**config.mk**
```make
export PLATFORM = sky130hd
export DESIGN_NAME = irqSteer
export DESIGN_NICKNAME = d
export VERILOG_FILES = /design/src/rtl/irqSteerPkg.sv /design/src/rtl/irqSteerCtrl.sv /design/src/rtl/irqSteerPath.sv /design/src/rtl/irqSteer.sv
export SDC_FILE = /design/constraint.sdc
export NUM_CORES = 1
export LEC_CHECK = 0
export BUFFER_PORTS_ARGS = -buffer_cell sky130_fd_sc_hd__buf_2
export CORE_MARGIN = 1.5
export CORE_UTILIZATION = 45
export DETAILED_ROUTE_END_ITERATION = 8
export HOLD_SLACK_MARGIN = 0.06
export PLACE_DENSITY = 0.78
export SLEW_MARGIN = 25
export SYNTH_ARGS = -nofsm -noshare
export SYNTH_HDL_FRONTEND = slang
export SYNTH_SLANG_ARGS = --single-unit
export TNS_END_PERCENT = 20
```
**constraint.sdc**
```tcl
create_clock -name clk -period 3.05 [get_ports clk]
set_clock_uncertainty 0.2 [all_clocks]
set_input_delay 0 -clock clk [delete_from_list [all_inputs] [get_ports clk]]
set_output_delay 0 -clock clk [all_outputs]
set_load 0.005 [all_outputs]
```
**src/rtl/irqSteerPkg.sv**
```systemverilog
package irqSteerPkg;

  localparam int unsigned OFF_NORM_STAT = 32'h00;
  localparam int unsigned OFF_FAST_STAT = 32'h04;
  localparam int unsigned OFF_RAW_STAT  = 32'h08;
  localparam int unsigned OFF_CLASS_SEL = 32'h0C;
  localparam int unsigned OFF_EN_SET    = 32'h10;
  localparam int unsigned OFF_EN_CLR    = 32'h14;
  localparam int unsigned OFF_SOFT_REQ  = 32'h18;

  typedef enum logic [2:0] {
    RD_NONE,
    RD_NORM,
    RD_FAST,
    RD_RAW,
    RD_SEL,
    RD_EN,
    RD_SOFT
  } rdSel_e;

  typedef struct packed {
    logic   enSet;
    logic   enClr;
    logic   selWr;
    logic   softWr;
    rdSel_e rdSel;
  } regStrobe_t;

endpackage

```
**src/rtl/irqSteerCtrl.sv**
```systemverilog
module irqSteerCtrl
  import irqSteerPkg::*;
#(
  parameter int ADDR_W = 8
) (
  input  logic              clk,
  input  logic              rstN,
  input  logic [ADDR_W-1:0] busAddr,
  input  logic              busWr,
  output regStrobe_t        strobe
);

  always_comb begin
    strobe = '0;
    strobe.rdSel = RD_NONE;
    case (busAddr)
      ADDR_W'(OFF_NORM_STAT): strobe.rdSel = RD_NORM;
      ADDR_W'(OFF_FAST_STAT): strobe.rdSel = RD_FAST;
      ADDR_W'(OFF_RAW_STAT):  strobe.rdSel = RD_RAW;
      ADDR_W'(OFF_CLASS_SEL): begin
        strobe.rdSel = RD_SEL;
        strobe.selWr = busWr;
      end
      ADDR_W'(OFF_EN_SET): begin
        strobe.rdSel = RD_EN;
        strobe.enSet = busWr;
      end
      ADDR_W'(OFF_EN_CLR): begin
        strobe.rdSel = RD_NONE;
        strobe.enClr = busWr;
      end
      ADDR_W'(OFF_SOFT_REQ): begin
        strobe.rdSel = RD_SOFT;
        strobe.softWr = busWr;
      end
      default: strobe.rdSel = RD_NONE;
    endcase
  end

  // at most one register is written per bus cycle
  p_one_write_r9: assert property (@(posedge clk) disable iff (!rstN)
    $onehot0({strobe.enSet, strobe.enClr, strobe.selWr, strobe.softWr}));

  // no write strobe fires without a bus write
  p_no_stray_write_r9: assert property (@(posedge clk) disable iff (!rstN)
    !busWr |-> !(strobe.enSet || strobe.enClr || strobe.selWr || strobe.softWr));

endmodule

```
**src/rtl/irqSteerPath.sv**
```systemverilog
module irqSteerPath
  import irqSteerPkg::*;
#(
  parameter int NUM_LINES = 32
) (
  input  logic                 clk,
  input  logic                 rstN,
  input  regStrobe_t           strobe,
  input  logic [NUM_LINES-1:0] busWdata,
  input  logic [NUM_LINES-1:0] reqIn,
  output logic [NUM_LINES-1:0] busRdata,
  output logic                 fastIrq,
  output logic                 normIrq
);

  logic [NUM_LINES-1:0] enMask;
  logic [NUM_LINES-1:0] selMask;
  logic [NUM_LINES-1:0] softMask;
  logic [NUM_LINES-1:0] effReq;
  logic [NUM_LINES-1:0] fastStat;
  logic [NUM_LINES-1:0] normStat;

  always_ff @(posedge clk or negedge rstN) begin
    if (!rstN) begin
      enMask   <= '0;
      selMask  <= '0;
      softMask <= '0;
    end else begin
      if (strobe.enSet)  enMask   <= enMask | busWdata;
      if (strobe.enClr)  enMask   <= enMask & ~busWdata;
      if (strobe.selWr)  selMask  <= busWdata;
      if (strobe.softWr) softMask <= busWdata;
    end
  end

  assign effReq   = reqIn | softMask;
  assign fastStat = effReq & enMask & selMask;
  assign normStat = effReq & enMask & ~selMask;

  always_ff @(posedge clk or negedge rstN) begin
    if (!rstN) begin
      fastIrq <= 1'b0;
      normIrq <= 1'b0;
    end else begin
      fastIrq <= |fastStat;
      normIrq <= |normStat;
    end
  end

  always_comb begin
    case (strobe.rdSel)
      RD_NORM: busRdata = normStat;
      RD_FAST: busRdata = fastStat;
      RD_RAW:  busRdata = effReq;
      RD_SEL:  busRdata = selMask;
      RD_EN:   busRdata = enMask;
      RD_SOFT: busRdata = softMask;
      default: busRdata = '0;
    endcase
  end

  // every written one is enabled in the next cycle
  p_set_lands_r2: assert property (@(posedge clk) disable iff (!rstN)
    strobe.enSet |=> ((enMask & $past(busWdata)) == $past(busWdata)));

  // every written one is disabled in the next cycle
  p_clear_lands_r3: assert property (@(posedge clk) disable iff (!rstN)
    strobe.enClr |=> ((enMask & $past(busWdata)) == '0));

  // the enable mask only moves on an enable write
  p_en_hold_r2: assert property (@(posedge clk) disable iff (!rstN)
    !(strobe.enSet || strobe.enClr) |=> $stable(enMask));

  // no fast interrupt without an enabled fast-class request one cycle earlier
  p_fast_source_r8: assert property (@(posedge clk) disable iff (!rstN)
    ((effReq & enMask & selMask) == '0) |=> !fastIrq);

  // no normal interrupt without an enabled normal-class request one cycle earlier
  p_norm_source_r8: assert property (@(posedge clk) disable iff (!rstN)
    ((effReq & enMask & ~selMask) == '0) |=> !normIrq);

endmodule

```
**src/rtl/irqSteer.sv**
```systemverilog
module irqSteer
  import irqSteerPkg::*;
#(
  parameter int NUM_LINES = 32,
  parameter int ADDR_W    = 8
) (
  input  logic                 clk,
  input  logic                 rstN,
  input  logic [ADDR_W-1:0]    busAddr,
  input  logic                 busWr,
  input  logic [NUM_LINES-1:0] busWdata,
  output logic [NUM_LINES-1:0] busRdata,
  input  logic [NUM_LINES-1:0] reqIn,
  output logic                 fastIrq,
  output logic                 normIrq
);

  regStrobe_t strobe;

  irqSteerCtrl #(.ADDR_W(ADDR_W)) u_ctrl (
    .clk    (clk),
    .rstN   (rstN),
    .busAddr(busAddr),
    .busWr  (busWr),
    .strobe (strobe)
  );

  irqSteerPath #(.NUM_LINES(NUM_LINES)) u_path (
    .clk     (clk),
    .rstN    (rstN),
    .strobe  (strobe),
    .busWdata(busWdata),
    .reqIn   (reqIn),
    .busRdata(busRdata),
    .fastIrq (fastIrq),
    .normIrq (normIrq)
  );

endmodule

```
==> key figures <==
Timing
  • Final hold slack: 0.0707 ns
  • Fin crit period: 2.70 ns
  • Fmax: about 370 MHz
  • Unrepaired setup endpoints after global routing: no
  • Final period util: 0.886
  • Final setup viols: 0
  • Measured slew at the worst slew-check pin: 0.827 ns
  • Setup_tns: 0 ns
  • Pins over their slew limit: 0
  • Final hold violation count: 0
  • Max_slew headroom: 0.449

Placement
  • Post-DP HPWL: ~13 mm
  • Placer Congestion: ~0.86
  • IO Port Bufs: 108

Synthesis
  • Synth Register Bits: 98
  • Mean Syn Cell Area: 9.80 µm²
  • Main synth FF type: dfrtp_1
  • Share of the synthesized area in the top cell type: 0.408
  • Post-synth EDFFs: 0
  • Cell variety after synth: 43
  • Synth warnings: 0
  • Sequential cell area fraction in the yosys report: 0.408
  • Cells after synthesis: ~600
  • Ys async rst share: 1.00
  • Syn nets: 688
  • Ranking of synthesized cells by area: dfrtp_1 (41%), mux2_4 (7.5%), mux2_2 (6.4%), mux2i_1 (5.3%), o21ai_0 (4.7%)
  • Yosys top cell by area: dfrtp_1
  • Synthesized area: 6010 µm²

Clock tree
  • Post-CTS Resized: 0
  • CTS clk-pin slew, worst paths: 0.06 ns
  • Clk sink count: ~100
  • TritonCTS Buffers: 9
  • Clk buf depth: 2
  • # H-tree levels: 3
  • Clk Latency, worst-skew pair: 0.35 ns
  • CTS tree: built
  • Clk root buf: clkbuf_16

Pwr
  • Clock power frac: 0.384
  • Logic pwr share: 0.152
  • Pwr/cell area: 412 nW/µm²
  • Switching power: 0.000832 W
  • Sequential share of power: 0.464
  • P_int: 0.00226 W
  • Switching Fraction: 0.269
  • Leakage power: 3.71 nW
  • Maximum vdd drop: between 0.2 and 0.3 mV

Detailed routing
  • WL final: ~20 mm
  • Vias per Instance: 6.20
  • Via count: 5,832
  • # DRC: 0
  • Initial DRC Count: between 700 and 800
  • TritonRoute pass-1 iters: 5
  • Antenna viol nets, final: 0
  • Mean routed wirelength per cell: ~21 µm

Worst setup path
  • Kind of critical path: input pin to output port
  • Worst setup EP type: output port
  • Setup crit start kind: input pin
  • Peak fanout along the critical path: 11
  • FF-to-FF Start: u_path.softMask[24]
  • WP data arrival: approximately 2.5 ns
  • R2r endpoint: u_path.fastIrq
  • Critical Path RT: 2.85 ns
  • Reg2Reg Setup Slack: 0.35 ns
  • Worst Reg-to-Reg Cells: 5

Final layout
  • Layout cells sized above 1: 0.274
  • Net count, final: 834
  • Diode count: 0
  • Area Overhead vs Synth: 24.9%

Die
  • Effective utilization at floorplan: 0.457
  • Core area: 13,100 µm²
  • Die ar.: 14,100 µm²
  • Row count: 42
  • Die width: 119 µm
  • # IOs: 109
  • Die height: 119 µm

Global routing
  • Pin count of the biggest net entering global routing: 61
  • GRT Total Usage: 0.281
  • Vias in the first global route: 5,858
  • First-pass GRT wire length: 30.9 mm
  • Initial antenna violation count: 1
  • Remaining Overflow, GRT: 0

Run status
  • Outcome: finished clean

Hold path
  • Class of the worst hold path: input pin to asynchronous set/reset pin

Job
  • Max-cap violations: 0
[Yosys cell counts (2+ instances only)]
library cell / instances
nand2_1: 74
o2111ai_1: 5
a211o_1: 4
nor3_1: 2
mux2_4: 30
o211ai_1: 24
o31a_1: 3
a2bb2oi_1: 7
nor4_1: 5
mux2_2: 34
nand3_1: 17
a21o_1: 24
o22ai_1: 17
o21ai_0: 57
dfrtp_1: 98
nor2_1: 9
o32ai_1: 3
a21oi_1: 11
clkbuf_1: 22
buf_6: 4
a2111oi_0: 2
o32a_1: 3
mux2i_1: 32
buf_2: 11
a22o_1: 2
inv_1: 39
o21a_1: 8
o311ai_0: 24
nor2b_1: 27
nand4_1: 2
[cell type report]
cell class              count  area [µm²]
fillers                  1144        5640
multi-input cells         438        3230
flip-flops and latches     98        2450
repair buffers            172        1150
clock buffers              12         256
well taps                 176         220
inverters                  40         150
clock inverters             4        50.0
[cell usage in the layout (no fill, tap or decap), types with 4 or more instances in the layout]
cell type	instances
buf_2	107
dfrtp_1	98
nand2_1	74
o21ai_0	57
dlygate4sd3_1	49
inv_1	39
mux2_2	34
mux2i_1	32
mux2_4	30
nor2b_1	26
a21o_1	24
o311ai_0	24
o211ai_1	24
nand3_1	17
o22ai_1	17
buf_4	16
a21oi_1	11
nor2_1	9
clkbuf_16	9
o21a_1	8
a2bb2oi_1	7
o2111ai_1	5
nor4_1	5
a211o_1	4
[critical path: stages]
cell	delay, ns
dlygate4sd3_1	0.53
buf_2	0.21
nor3_4	0.29
nand4_1	0.34
buf_4	0.31
o311ai_0	0.59
buf_2	0.23
[logic make-up after synthesis]
family	Yosys count	share of synthesized area
buffers and inverters	77	0.0554
multiplexers	96	0.192
AO/OA/AOI/OAI	197	0.227
AND/OR/NAND/NOR	145	0.118
flip-flops	98	0.408
[worst max-delay path by stage]
| stage | endpoint | slack (ns) | from | cells after the start |
|---|---|---|---|---|
| 2_1_floorplan | u_path.softMask[10] | 1.39 | busAddr[2] | 7 |
| 3_3_place_gp | u_path.softMask[7] | 0.79 | busAddr[4] | 5 |
| 6_report | busRdata[8] | 0.35 | busAddr[2] | 7 |
| 3_5_place_dp | u_path.softMask[22] | 0.75 | busAddr[4] | 5 |
| 4_1_cts | busRdata[8] | 0.40 | busAddr[2] | 7 |
| 5_1_grt | busRdata[4] | 0.15 | busAddr[2] | 7 |
[per-stage QoR]
stage / power, W / area [µm²] / cells / util / setup slack (ns)
detailed placement: 0.00186 / 6710 / 875 / 0.510 / 0.746
CTS: 0.00308 / 7500 / 940 / 0.571 / 0.396
global route: 0.00318 / 7500 / 940 / 0.571 / 0.153
global placement: 0.00184 / 6710 / 875 / 0.510 / 0.793
finish: 0.00309 / 7500 / 940 / 0.571 / 0.347
floorplan: 0.00166 / 6010 / 613 / - / 1.39
[metal layers]
metal  GRT usage  up-vias  share of wire
met2       0.445      376           0.47
met1       0.380     2835           0.41
met4       0.131        2          0.034
met3      0.0444       64          0.088
met5           0        -        0.00066
li1            -     2555              -
[repair_timing]
action	4_1_cts	5_1_grt
setup buffers	0	0
setup endpoints to repair	0	0
endpoints found under the hold margin	156	0
hold buffers	49	0
[power groups by stage]
stage / Sequential (W) / Combinational (W) / Clock (W)
2_1_floorplan: 0.00144 / 0.000220 / 0
3_3_place_gp: 0.00145 / 0.000388 / 0
3_5_place_dp: 0.00145 / 0.000402 / 0
4_1_cts: 0.00143 / 0.000460 / 0.00119
5_1_grt: 0.00144 / 0.000509 / 0.00123
6_report: 0.00143 / 0.000469 / 0.00119
No activity file was read; power rests on OpenSTA's default activity.
